<file path="src/rtl/tmr_pkg.sv">
package tmr_pkg;
  // register slots
  localparam logic [1:0] A_COUNT = 2'd0;
  localparam logic [1:0] A_CMPA  = 2'd1;
  localparam logic [1:0] A_CMPB  = 2'd2;
  localparam logic [1:0] A_CTRL  = 2'd3;

  // control word bit positions
  localparam int CB_EN   = 0;
  localparam int CB_CONT = 1;
  localparam int CB_DUAL = 2;
  localparam int CB_SELB = 3;
  localparam int CB_DONE = 4;
  localparam int CB_EXT  = 5;
  localparam int CB_RTG  = 6;
  localparam int CTRL_W  = 7;

  typedef struct packed {
    logic rtg;
    logic ext;
    logic done;
    logic selb;
    logic dual;
    logic cont;
    logic en;
  } tmr_ctrl_t;
endpackage

</file>
<file path="src/rtl/tmr_cmp_bank.sv">
module tmr_cmp_bank #(
  parameter int W = 16
) (
  input  logic         clk,
  input  logic         rst_n,
  input  logic         wr_en,
  input  logic [1:0]   addr,
  input  logic [W-1:0] wdata,
  input  logic         sel_b,
  output logic [W-1:0] cmp_a,
  output logic [W-1:0] cmp_b,
  output logic [W-1:0] cmp_active
);
  import tmr_pkg::*;
  localparam int NCMP = 2;

  logic [NCMP-1:0][W-1:0] cmp_q;

  for (genvar i = 0; i < NCMP; i++) begin : g_cmp
    localparam logic [1:0] SLOT = 2'(int'(A_CMPA) + i);
    always_ff @(posedge clk or negedge rst_n) begin
      if (!rst_n)                       cmp_q[i] <= '0;
      else if (wr_en && addr == SLOT)   cmp_q[i] <= wdata;
    end
  end

  assign cmp_a      = cmp_q[0];
  assign cmp_b      = cmp_q[1];
  assign cmp_active = sel_b ? cmp_q[1] : cmp_q[0];
endmodule

</file>
<file path="src/rtl/tmr_count_core.sv">
module tmr_count_core #(
  parameter int W = 16
) (
  input  logic         clk,
  input  logic         rst_n,
  input  logic         adv,
  input  logic         load,
  input  logic [W-1:0] load_val,
  input  logic [W-1:0] cmp_active,
  output logic [W-1:0] count,
  output logic         hit,
  output logic         pulse
);
  logic [W-1:0] count_q;
  logic [W-1:0] nxt;
  logic         pulse_q;

  assign nxt = count_q + W'(1);
  assign hit = adv && (nxt == cmp_active);

  always_ff @(posedge clk or negedge rst_n) begin
    if (!rst_n) begin
      count_q <= '0;
      pulse_q <= 1'b0;
    end else begin
      pulse_q <= hit;
      if (load)      count_q <= load_val;
      else if (hit)  count_q <= '0;
      else if (adv)  count_q <= nxt;
    end
  end

  assign count = count_q;
  assign pulse = pulse_q;

  // the pulse coincides with the count reading zero
  a_r3_pulse_at_zero: assert property (@(posedge clk) disable iff (!rst_n)
    pulse_q |-> (count_q == '0));

  // without an advance or a load the count holds
  a_r6_hold_idle: assert property (@(posedge clk) disable iff (!rst_n)
    (!adv && !load) |=> $stable(count_q));
endmodule

</file>
<file path="src/rtl/tmr_seq_ctrl.sv">
module tmr_seq_ctrl
  import tmr_pkg::*;
(
  input  logic              clk,
  input  logic              rst_n,
  input  logic              ctrl_wr,
  input  logic [CTRL_W-1:0] ctrl_wdata,
  input  logic              hit,
  output tmr_ctrl_t         ctrl
);
  tmr_ctrl_t q;
  logic      seq_end;
  logic      en_rise;

  assign seq_end = !q.dual || q.selb;
  assign en_rise = ctrl_wdata[CB_EN] && !q.en;

  always_ff @(posedge clk or negedge rst_n) begin
    if (!rst_n) begin
      q <= '0;
    end else if (ctrl_wr) begin
      q.en   <= ctrl_wdata[CB_EN];
      q.cont <= ctrl_wdata[CB_CONT];
      q.dual <= ctrl_wdata[CB_DUAL];
      q.ext  <= ctrl_wdata[CB_EXT];
      q.rtg  <= ctrl_wdata[CB_RTG];
      q.done <= (q.done && ctrl_wdata[CB_DONE]) || hit;
      if (en_rise || !ctrl_wdata[CB_DUAL]) q.selb <= 1'b0;
    end else if (hit) begin
      q.done <= 1'b1;
      if (q.dual)               q.selb <= !q.selb;
      if (seq_end && !q.cont)   q.en   <= 1'b0;
    end
  end

  assign ctrl = q;

  // a terminal count always leaves the done flag set
  a_r5_done_sets: assert property (@(posedge clk) disable iff (!rst_n)
    hit |=> q.done);

  // single mode never selects terminal B
  a_r7_single_uses_a: assert property (@(posedge clk) disable iff (!rst_n)
    !q.dual |-> !q.selb);

  // one-shot stops at the end of its sequence
  a_r9_oneshot_stops: assert property (@(posedge clk) disable iff (!rst_n)
    (hit && !q.cont && seq_end && !ctrl_wr) |=> !q.en);

  // enabling restarts on terminal A
  a_r10_enable_selects_a: assert property (@(posedge clk) disable iff (!rst_n)
    (ctrl_wr && en_rise) |=> !q.selb);
endmodule

</file>
<file path="src/rtl/dual_cmp_timer.sv">
module dual_cmp_timer #(
  parameter int CNT_W = 16
) (
  input  logic             clk,
  input  logic             rst_n,
  input  logic             wr_en,
  input  logic [1:0]       addr,
  input  logic [CNT_W-1:0] wdata,
  output logic [CNT_W-1:0] rdata,
  input  logic             count_tick,
  input  logic             gate_in,
  output logic             maxcount_pulse
);
  import tmr_pkg::*;

  tmr_ctrl_t        ctrl;
  logic [CNT_W-1:0] cmp_a, cmp_b, cmp_active, count;
  logic             adv, load, hit, ctrl_wr;

  assign ctrl_wr = wr_en && (addr == A_CTRL);
  assign load    = wr_en && (addr == A_COUNT) && !ctrl.en;
  assign adv     = ctrl.en && count_tick && gate_in && !ctrl.ext && !ctrl.rtg;

  tmr_cmp_bank #(.W(CNT_W)) u_cmp (
    .clk(clk), .rst_n(rst_n), .wr_en(wr_en), .addr(addr), .wdata(wdata),
    .sel_b(ctrl.selb), .cmp_a(cmp_a), .cmp_b(cmp_b), .cmp_active(cmp_active)
  );

  tmr_count_core #(.W(CNT_W)) u_core (
    .clk(clk), .rst_n(rst_n), .adv(adv), .load(load), .load_val(wdata),
    .cmp_active(cmp_active), .count(count), .hit(hit), .pulse(maxcount_pulse)
  );

  tmr_seq_ctrl u_seq (
    .clk(clk), .rst_n(rst_n), .ctrl_wr(ctrl_wr),
    .ctrl_wdata(wdata[CTRL_W-1:0]), .hit(hit), .ctrl(ctrl)
  );

  always_comb begin
    case (addr)
      A_COUNT: rdata = count;
      A_CMPA:  rdata = cmp_a;
      A_CMPB:  rdata = cmp_b;
      default: rdata = CNT_W'(ctrl);
    endcase
  end

  // a pulse can only follow a gated tick
  a_r6_pulse_needs_gate: assert property (@(posedge clk) disable iff (!rst_n)
    maxcount_pulse |-> $past(count_tick && gate_in));

  // external or retrigger selection freezes the count
  a_r12_ext_freeze: assert property (@(posedge clk) disable iff (!rst_n)
    ((ctrl.ext || ctrl.rtg) && !load) |=> $stable(count));

  // writes to the count while enabled are dropped
  a_r11_no_load_running: assert property (@(posedge clk) disable iff (!rst_n)
    (wr_en && addr == A_COUNT && ctrl.en && !adv) |=> $stable(count));
endmodule

</file>
<file path="config.mk">
export PLATFORM = sky130hd
export DESIGN_NAME = dual_cmp_timer
export DESIGN_NICKNAME = d
export VERILOG_FILES = /design/src/rtl/tmr_pkg.sv /design/src/rtl/tmr_cmp_bank.sv /design/src/rtl/tmr_count_core.sv /design/src/rtl/tmr_seq_ctrl.sv /design/src/rtl/dual_cmp_timer.sv
export SDC_FILE = /design/constraint.sdc
export NUM_CORES = 1
export LEC_CHECK = 0
export BUFFER_PORTS_ARGS = -buffer_cell sky130_fd_sc_hd__buf_2
export CAP_MARGIN = 30
export CORE_MARGIN = 5
export CORE_UTILIZATION = 29
export DETAILED_ROUTE_END_ITERATION = 6
export PLACE_DENSITY = 0.56
export SYNTH_ARGS = -nofsm -noshare
export SYNTH_HDL_FRONTEND = slang
export SYNTH_SLANG_ARGS = --single-unit
export TNS_END_PERCENT = 10
</file>
<file path="constraint.sdc">
create_clock -name clk -period 2.65 [get_ports clk]
set_input_delay 0.53 -clock clk [delete_from_list [all_inputs] [get_ports clk]]
set_output_delay 0.53 -clock clk [all_outputs]
set_load 0.01 [all_outputs]
</file>
Word-level counts from Yosys, hierarchy flattened --
Index checks and enable logic that the tools add are counted. W data, S select, Z words.
Word-level totals: bits in read-only memories 0, flip-flop bits (word level) 56, latch bits 0, bits in writable memories 0, input bits 23, memories kept 0, word-level logic and storage cells 59, output and inout port bits 17
Cells by class: reduce and logical (&&, ||, !) cells 30, multiply operators 0, order comparisons 0, shift operators 0, div/mod/pow operators 0, muxes and demuxes 12, $add $sub $neg 1, bitwise operators 0, equality and inequality tests 5
Operator list (number):
- $mux W16 | 4
- $pmux W16 S3 | 1
- $add A16 B1 Y16 const B | 1
- $eq A16 B16 Y1 | 1
- $logic_and A1 B1 Y1 | 13
- $logic_not A1 Y1 | 7
- $reduce_bool A2 Y1 | 3
- $mux W1 | 5
- $eq A2 B2 Y1 const B | 2
- $mux W2 | 2
- $logic_or A1 B1 Y1 | 3
- $reduce_and A3 Y1 | 1
- $reduce_bool A3 Y1 | 1
- $eq A2 B1 Y1 const B | 1
- $logic_not A2 Y1 | 1
- $ne A2 B1 Y1 const B | 1
- $reduce_and A2 Y1 | 1

Logic depth before layout (Yosys ltp) --
Gate-level depths: netlist of the first run.
depth after elaboration 7, depth in mapped cells 10, gate-level depth less buffers 8

Hierarchy --
Synthesis of the first run repeated with hierarchy kept, for this count alone.
Unflattened totals: cell total of the unflattened synthesis 342, area, all modules 3808.7 um^2
By module, submodules not included:
- tmr_count_core | cells an instance 196, times used 1, area each 1600.3 um^2, sequential area each 425.4 um^2
- tmr_cmp_bank | cells an instance 86, times used 1, area each 1488.9 um^2, sequential area each 800.8 um^2
- dual_cmp_timer | cells an instance 35, times used 1, area each 412.9 um^2, sequential area each 0.0 um^2
- tmr_seq_ctrl | cells an instance 25, times used 1, area each 306.5 um^2, sequential area each 175.2 um^2

Worst setup path before layout of the first run --
OpenSTA, ideal clock, no wires.
path kind register -> register, start register u_core.count_q[0] (netlist: u_core.count[0]), end register u_core.count_q[14] (netlist: u_core.count[14]), stages on the path, launching flop included 10, data arrival time 2.444 ns, period minus slack after synthesis 2.579 ns, library setup time 0.135 ns, buffers on the path 1, required time 2.515 ns, path slack 0.071 ns, cell sequence dfrtp_1 ha_1 and3_2 xnor3_4 nor3_1 nand4b_1 or4b_4 nor2_4 buf_6 o31ai_1
Between the ends: word-level cells in the longest chain between the ends 5, elaborated cells between the ends (all ways) 7, classes of those cells 1 x add/sub; 1 x eq/ne; 3 x mux; 2 x reduce/logical
RTL lines:
- from (decl) | line tmr_count_core.sv:14 | logic [W-1:0] count_q;
- from (signal assigned) | line tmr_count_core.sv:27 | if (load) count_q <= load_val;
- from (signal assigned) | line tmr_count_core.sv:29 | else if (adv) count_q <= nxt;
- $add A16 B1 Y16 * | line tmr_count_core.sv:18 | assign nxt = count_q + W'(1);
- $eq A16 B16 Y1 | line tmr_count_core.sv:19 | assign hit = adv && (nxt == cmp_active);
- $logic_and A1 B1 Y1 | line tmr_count_core.sv:19
- $mux W16 | line tmr_count_core.sv:28 | else if (hit) count_q <= '0;
- $mux W16 | line tmr_count_core.sv:27
Every way passes the cells marked *; elsewhere a longest branch is shown, timed or not. The select of a mux whose other input is x is not followed. A chain may end at the register's enable or synchronous reset.

Worst setup path after layout of the first run --
start register u_core.count_q[2] (netlist: u_core.count[2]), end register u_seq.q (netlist bit u_seq.ctrl[0])
Between the ends: word-level cells in the longest chain between the ends 5
RTL lines:
- $add A16 B1 Y16 | line tmr_count_core.sv:18
- $eq A16 B16 Y1 | line tmr_count_core.sv:19
- $logic_and A1 B1 Y1 | line tmr_count_core.sv:19
- named net hit | line dual_cmp_timer.sv:18 | logic adv, load, hit, ctrl_wr;
- $reduce_bool A2 Y1 (no line)
- $reduce_and A2 Y1 (no line)
- to (decl) | line tmr_seq_ctrl.sv:11 | tmr_ctrl_t q;
The timed path passes the listed nets, and every way through them passes these cells.

==> results.rst, run 1 <==
.. list-table::
   :header-rows: 1

   * - Metric
     - Value
   * - Outcome
     - complete, no violations
   * - Post-layout instance count excluding filler cells
     - 536
   * - Library cell contributing the largest single delay on the critical path
     - sky130_fd_sc_hd__or4_4
   * - Number of buffers and inverters on the critical path
     - 1
   * - Hold Buf Count CTS
     - 0
   * - Area occupied by multi-input gates
     - 0.002103 mm2
   * - Area grow syn2layout
     - 26.21%
   * - Clock tree from TritonCTS
     - built
   * - Rows
     - 40
   * - Cts bufs inserted
     - 5
   * - Count leader, synth
     - sky130_fd_sc_hd__dfrtp_1
   * - Proportion of layout cells with a drive suffix above 1
     - 38.30%
   * - Async set-or-reset flop fraction in the synthesized netlist
     - 100.0%
   * - Total gr overflow
     - 0
   * - Number of remaining DRC errors
     - 0
   * - Ys flop type
     - sky130_fd_sc_hd__dfrtp_1
   * - Number of global-route vias before repair
     - 2923
   * - Wire length per cell after detailed routing
     - 18.11 um
   * - Number of synthesis warnings
     - 0
   * - Setup repair after global routing missed its margin
     - yes
   * - Worst Hold Slack
     - 0.2442 ns
   * - Register clock-pin slew on the reported worst setup and hold paths
     - 0.07 ns
   * - Element type at the critical path end
     - flop
   * - Mux share of post-synthesis cell area
     - 23.22%
   * - Arrival time at the worst endpoint
     - 2.76 ns
   * - Count of distinct cell types in the synthesized netlist
     - 48
   * - Leakage component of the power
     - 1.844 nW
   * - Peak ir drop on the vdd network
     - 344.5 uV
   * - Tightest Hold Check Type
     - input port to asynchronous set/reset pin
   * - Cell family with most CP delay
     - simple AND/OR/NAND/NOR gates
   * - Max Freq
     - 0.3854 GHz
   * - XOR/XNOR share of the synthesized area
     - 8.880%
   * - Main combinational cell family by area after synthesis
     - multiplexers
   * - Count of state elements after synthesis
     - 56
   * - Tcrit/Tclk final
     - 97.91%
   * - Number of vias per cell
     - 5.295
   * - Count of clock tree sinks
     - 56
   * - Share of synthesized cell area in full adder, half adder and majority cells
     - 0.3566%
   * - Number of synthesized flops with an enable pin
     - 0
   * - IO Pins
     - 40
   * - Commonest cells in the netlist
     - sky130_fd_sc_hd__dfrtp_1 (56), sky130_fd_sc_hd__mux2_2 (34), sky130_fd_sc_hd__mux2i_1 (27)
   * - Slew @ Worst Pin
     - 0.8888 ns
   * - Sequential-to-total area share from yosys stat
     - 39.94%
   * - Clock period minus worst slack
     - 2.595 ns
   * - Area of the die
     - 0.01440 mm2
   * - Relative max-transition margin
     - 40.62%
   * - Largest fanout on the critical path
     - 5
   * - Register area
     - 0.001404 mm2
   * - Vertical die dimension
     - 120.0 um
   * - Pwr dens
     - 756.0 mW/mm2
   * - Launching element type of the critical path
     - flop
   * - Diode insertion count for antenna repair
     - 0
   * - Number of DRC markers in iteration 0
     - 89
   * - Cell area after placement
     - 0.004050 mm2
   * - Sequence of cells on the critical path
     - buf_4 -> xor2_2 -> xnor2_2 -> or4_4 -> or4_4 -> nor4b_4 -> a31oi_1
   * - Global-route total usage across every layer
     - 13.80%
   * - Final sum of negative setup slack
     - 0 ns
   * - Root buf cell
     - sky130_fd_sc_hd__clkbuf_16
   * - Area fraction in compound gates after synthesis
     - 10.16%
   * - Global-route wire length before repair
     - 15900 um
   * - Fin area
     - 0.004428 mm2
   * - Effective utilization at floorplan
     - 29.45%
   * - # fillers
     - 1215
   * - Drt pass-1 iters
     - 4
   * - Synthesized net count
     - 350
   * - Placed insts
     - 521
   * - Delay of the slowest cell on the worst path
     - 0.55 ns
   * - Max-slew violation count
     - 0
   * - Post-DP HPWL
     - 7027 um
   * - CTS HTree Levels
     - 2
   * - Area of the core region
     - 0.01191 mm2
   * - Pin count of the biggest net entering global routing
     - 33
   * - Buffers from clock root to sink, at most
     - 2
   * - Final weighted congestion of routability-driven global placement
     - 0.8941
   * - CP required
     - 2.82 ns
   * - Final net count
     - 412
   * - Area share of the largest cell type after synthesis
     - 39.94%
   * - Avg Cell Area, Syn
     - 10.76 um2
   * - Power after layout
     - 3.348 mW
   * - Share of synthesized cell area in and, or, nand and nor gates
     - 13.91%
   * - Max-capacitance violation count
     - 0
   * - Hold Vio Cnt, Final
     - 0
   * - Synthesized cell area
     - 0.003508 mm2
   * - Critical path class
     - flop to flop
   * - Worst clock skew
     - 0.009123 ns
   * - Sum of routed wire length over all layers
     - 9705 um
   * - Number of buffers inserted by port buffering
     - 39
   * - Top cell type by total area after synthesis
     - sky130_fd_sc_hd__dfrtp_1
   * - Cell types with the largest area share after synthesis
     - sky130_fd_sc_hd__dfrtp_1 (40%), sky130_fd_sc_hd__mux2_2 (11%), sky130_fd_sc_hd__mux2i_1 (7.7%)
   * - Worst-Skew Late Latency
     - 0.29 ns
   * - Antenna Nets Post-Route
     - 0
   * - Via count of the routed design
     - 2838
   * - Final setup violation count
     - 0
   * - Top cell by count, worst path
     - sky130_fd_sc_hd__or4_4
   * - Floorplan die width
     - 120.0 um
   * - Antenna violations before repair
     - 0
   * - Gate Count Post-Synth
     - 326
## per-layer routing
metal	GRT usage, %	routed length (um)
met5	0	0
met4	2.863	111
met3	2.780	343
met2	22.37	4646
met1	19.12	4603
## worst register-to-register path, stage by stage, from the launching register on
cell,delay (ns)
sky130_fd_sc_hd__dfrtp_1,0.43
sky130_fd_sc_hd__buf_4,0.18
sky130_fd_sc_hd__xor2_2,0.19
sky130_fd_sc_hd__xnor2_2,0.15
sky130_fd_sc_hd__or4_4,0.51
sky130_fd_sc_hd__or4_4,0.55
sky130_fd_sc_hd__nor4b_4,0.34
sky130_fd_sc_hd__a31oi_1,0.13
## placed cells by master, fill, tap and decap left out, types with 2 or more instances in the layout
| cell type | instances |
|---|---|
| sky130_fd_sc_hd__dfrtp_1 | 54 |
| sky130_fd_sc_hd__buf_2 | 39 |
| sky130_fd_sc_hd__mux2_2 | 34 |
| sky130_fd_sc_hd__buf_4 | 31 |
| sky130_fd_sc_hd__mux2i_1 | 24 |
| sky130_fd_sc_hd__xnor2_1 | 21 |
| sky130_fd_sc_hd__o21ai_0 | 19 |
| sky130_fd_sc_hd__nand2_1 | 18 |
| sky130_fd_sc_hd__a21oi_1 | 17 |
| sky130_fd_sc_hd__and3_1 | 16 |
| sky130_fd_sc_hd__o31ai_1 | 12 |
| sky130_fd_sc_hd__nand3_1 | 8 |
| sky130_fd_sc_hd__nor2_1 | 8 |
| sky130_fd_sc_hd__xor2_1 | 7 |
| sky130_fd_sc_hd__mux4_2 | 6 |
| sky130_fd_sc_hd__clkbuf_16 | 6 |
| sky130_fd_sc_hd__inv_1 | 5 |
| sky130_fd_sc_hd__nor3_2 | 5 |
| sky130_fd_sc_hd__nand4_1 | 4 |
| sky130_fd_sc_hd__nand3b_1 | 3 |
| sky130_fd_sc_hd__nor4_1 | 3 |
| sky130_fd_sc_hd__mux2i_4 | 3 |
| sky130_fd_sc_hd__o21ai_1 | 3 |
| sky130_fd_sc_hd__buf_12 | 3 |
| sky130_fd_sc_hd__nor3_1 | 2 |
| sky130_fd_sc_hd__nand2b_1 | 2 |
| sky130_fd_sc_hd__or4_4 | 2 |
| sky130_fd_sc_hd__a31oi_1 | 2 |
| sky130_fd_sc_hd__clkbuf_8 | 2 |
| sky130_fd_sc_hd__buf_6 | 2 |
| sky130_fd_sc_hd__dfrtp_2 | 2 |
## flip-flops by register name (all words and copies together) (netlist names)
name	flops
u_cmp.cmp_b	16
u_core.pulse	1
u_seq.ctrl	7
u_core.count	16
u_cmp.cmp_a	16
## per-stage QoR
step | worst slack [ns] | util, %
2_1_floorplan | 0.07061 | -
3_3_place_gp | -0.06365 | 34.00
3_5_place_dp | -0.1276 | 34.00
4_1_cts | -0.009183 | 36.17
5_1_grt | -0.02016 | 37.17
6_report | 0.05538 | 37.17
## area by class of cell
type	count	share of cell area [%]
well taps	147	4.154
multi-input cells	244	47.50
clock buffers	7	3.447
inverters	5	0.4238
repair buffers	76	12.09
flip-flops and latches	56	31.70
clock inverters	1	0.6782
## final timing paths
check	startpoint	to	slack [ns]	depth (start not counted)
max	u_core.count[2]	u_seq.ctrl[0]	0.06	7
min	rst_n	u_cmp.cmp_a[2]	0.24	1
max reg2reg	u_core.count[2]	u_seq.ctrl[0]	0.06	7
min reg2reg	u_cmp.cmp_b[11]	u_cmp.cmp_b[11]	0.53	1
max in group asynchronous	rst_n	u_seq.ctrl[3]	1.80	2
min in group clk	wdata[3]	u_core.count[3]	0.48	3
## cell families after synthesis
group,count (synthesis)
AND/OR/NAND/NOR,83
adder cells (fa/ha/maj),1
multiplexers,68
flip-flops,56
buffers and inverters,26
AO/OA/AOI/OAI,60
XOR/XNOR,32
## power by group
group	switching [mW]	internal [mW]	total [mW]
combinational	0.633	0.676	1.31
clock	0.305	0.498	0.804
sequential	0.188	1.05	1.24
## repair_timing
item	CTS	global route
cloned	0	1
buffers inserted	1	5
endpoints found under the setup margin	9	19
pin swaps	1	8
gates resized for setup	11	12
Note: power is estimated with default switching activity, not from simulation.
==> inputs of run 2 (changes only) <==
- PLACE_DENSITY: 0.56 -> 0.54
- clock period: 2.65 -> 2.6 ns (I/O delays scaled with it)
==> results.rst, run 2 (synthesis gave the netlist of run 1 again) <==
.. list-table::
   :header-rows: 1

   * - Metric
     - Value
   * - Sum of routed wire length over all layers
     - 9863 um (+1.6%)
   * - Final weighted congestion of routability-driven global placement
     - 0.9154 (+2.4%)
   * - Register clock-pin slew on the reported worst setup and hold paths
     - 0.07 ns (about the same)
   * - Number of vias per cell
     - 5.195 (-1.9%)
   * - Outcome
     - complete, no violations
   * - Fin area
     - 0.004413 mm2 (-0.34%)
   * - Effective utilization at floorplan
     - 29.45% (unchanged)
   * - Worst Hold Slack
     - 0.2827 ns (+0.03856 ns)
   * - Max-slew violation count
     - 0 (unchanged)
   * - Pwr dens
     - 736.7 mW/mm2 (-2.5%)
   * - Met1 Usage GRT
     - 18.23% (-0.89 points)
   * - Cts bufs inserted
     - 5 (unchanged)
   * - Root buf cell
     - sky130_fd_sc_hd__clkbuf_16
   * - Element type at the critical path end
     - flop
   * - Area grow syn2layout
     - 25.78%
   * - Clock period minus worst slack
     - 2.585 ns (-0.009882 ns)
   * - IO Pins
     - 40 (unchanged)
   * - Worst clock skew
     - 0.005814 ns (-0.003309 ns)
   * - Via count of the routed design
     - 2826 (-0.42%)
   * - Arrival time at the worst endpoint
     - 2.75 ns (about the same)
   * - Post-layout instance count excluding filler cells
     - 544 (+1.5%)
   * - Drt pass-1 iters
     - 5 (+1)
   * - Worst-Skew Late Latency
     - 0.29 ns (about the same)
   * - Number of buffers and inverters on the critical path
     - 1 (unchanged)
   * - Placed insts
     - 527 (+1.2%)
   * - Area of the core region
     - 0.01191 mm2 (unchanged)
   * - Global-route total usage across every layer
     - 13.47% (-0.34 points)
   * - Buffers from clock root to sink, at most
     - 2 (unchanged)
   * - Wire length per cell after detailed routing
     - 18.13 um (+0.13%)
   * - Delay of the slowest cell on the worst path
     - 0.55 ns (about the same)
   * - Most used cells in the layout excluding fill and tap cells
     - sky130_fd_sc_hd__dfrtp_1 (54), sky130_fd_sc_hd__buf_4 (41), sky130_fd_sc_hd__buf_2 (39), sky130_fd_sc_hd__mux2_2 (34), sky130_fd_sc_hd__mux2i_1 (25)
   * - Rows
     - 40 (unchanged)
   * - Antenna violations before repair
     - 0 (unchanged)
   * - Relative max-transition margin
     - 45.46% (+4.8 points)
   * - Critical path class
     - flop to flop
   * - Number of global-route vias before repair
     - 2881 (-1.4%)
   * - Max Freq
     - 0.3869 GHz (+0.38%)
   * - Library cell contributing the largest single delay on the critical path
     - sky130_fd_sc_hd__or4_4
   * - Setup slack after placement
     - -0.1205 ns (+0.007139 ns)
   * - Most used routing layer
     - met2
   * - Post-DP HPWL
     - 7073 um (+0.66%)
   * - Hold Buf Count CTS
     - 0 (unchanged)
   * - Max-capacitance violation count
     - 0 (unchanged)
   * - Clock tree from TritonCTS
     - built
   * - Tightest Hold Check Type
     - input port to asynchronous set/reset pin
   * - Setup repair after global routing missed its margin
     - yes
   * - Peak ir drop on the vdd network
     - 406.6 uV (+18%)
   * - Global-route wire length before repair
     - 15610 um (-1.8%)
   * - Cell area after placement
     - 0.004083 mm2 (+0.80%)
   * - Met3 capacity usage during global routing
     - 1.932% (-0.85 points)
   * - Proportion of layout cells with a drive suffix above 1
     - 38.54% (+0.24 points)
   * - Leakage component of the power
     - 1.865 nW (+1.2%)
   * - Post-layout util
     - 37.05% (-0.13 points)
   * - Cell family with most CP delay
     - simple AND/OR/NAND/NOR gates
   * - Floorplan die width
     - 120.0 um (unchanged)
   * - Final setup violation count
     - 0 (unchanged)
   * - Vertical die dimension
     - 120.0 um (unchanged)
   * - Largest fanout on the critical path
     - 7 (+2)
   * - Number of DRC markers in iteration 0
     - 125 (+40%)
   * - Final net count
     - 421 (+2.2%)
   * - Slew @ Worst Pin
     - 0.8164 ns (-0.07248 ns)
   * - Hold Vio Cnt, Final
     - 0 (unchanged)
   * - Count of clock tree sinks
     - 56 (unchanged)
   * - Tcrit/Tclk final
     - 99.41% (+1.5 points)
   * - Pin count of the biggest net entering global routing
     - 31 (-6.1%)
   * - Number of remaining DRC errors
     - 0 (unchanged)
   * - Smallest setup slack after layout
     - 0.01526 ns (-0.04012 ns)
   * - Antenna Nets Post-Route
     - 0 (unchanged)
   * - CTS HTree Levels
     - 2 (unchanged)
   * - Most frequent standard cell in the layout excluding fill and tap cells
     - sky130_fd_sc_hd__dfrtp_1
   * - Area of the die
     - 0.01440 mm2 (unchanged)
   * - Met2 usage
     - 22.62% (+0.25 points)
   * - CP required
     - 2.76 ns (-0.06 ns)
   * - Total gr overflow
     - 0 (unchanged)
   * - Sequence of cells on the critical path
     - buf_12 -> mux2i_4 -> xnor2_2 -> or4_1 -> or4_4 -> nor4b_4 -> a31oi_1
   * - Launching element type of the critical path
     - flop
   * - Diode insertion count for antenna repair
     - 0 (unchanged)
   * - Number of buffers inserted by port buffering
     - 39 (unchanged)
-- run 2: cell count changes in the layout (fill, tap and decap cells not counted), sizes merged --
cell / previous run / this run
buf: 75 / 84
bufinv: 1 / 0
clkinv: 0 / 1
clkbuf: 8 / 7
-- run 2: metrics by stage --
| stage | power, mW | TNS (ns) |
|---|---|---|
| 2_1_floorplan | 2.065 | 0 |
| 6_report | 3.251 | 0 |
| 5_1_grt | 3.471 | -1.107 |
| 4_1_cts | 3.189 | -0.008755 |
| 3_5_place_dp | 2.494 | -0.1205 |
| 3_3_place_gp | 2.466 | -0.08178 |
-- run 2: layout make-up --
| type | instances | area [um2] |
|---|---|---|
| clock buffers | 6 | 128.9 |
| multi-input cells | 244 | 2082 |
| fillers | 1188 | 7498 |
| flip-flops and latches | 56 | 1404 |
| repair buffers | 85 | 590.6 |
| clock inverters | 1 | 5.005 |
| inverters | 5 | 18.77 |
| well taps | 147 | 183.9 |
-- run 2: timing repair --
item                       CTS  global route
cloned                       0             1
setup buffers                0             9
setup endpoints to repair    7            19
gates resized for setup      6            12
pin swaps                    2             8
-- run 2: worst paths after layout --
check	startpoint	to	slack, ns	depth (start not counted)
worst max-delay path	u_seq.ctrl[3]	u_seq.ctrl[0]	0.02	7
worst min-delay path	rst_n	u_cmp.cmp_b[9]	0.28	1
worst max register to register	u_seq.ctrl[3]	u_seq.ctrl[0]	0.02	7
worst min register to register	u_cmp.cmp_a[6]	u_cmp.cmp_a[6]	0.53	1
max in group asynchronous	rst_n	u_core.pulse	1.69	2
min in group clk	wdata[15]	u_core.count[15]	0.47	3
-- run 2: per-layer routing --
layer	share of wire [%]	wire length, um
met1	46	4548
met5	0	0
met4	1.1	110
met2	49	4842
met3	3.7	362
-- run 2: report_power, final --
| part | total [mW] | internal (mW) | switching, mW |
|---|---|---|---|
| Combinational | 1.36 | 0.705 | 0.650 |
| Sequential | 1.24 | 1.07 | 0.175 |
| Clock | 0.654 | 0.352 | 0.302 |
| Total | 3.25 | 2.12 | 1.13 |
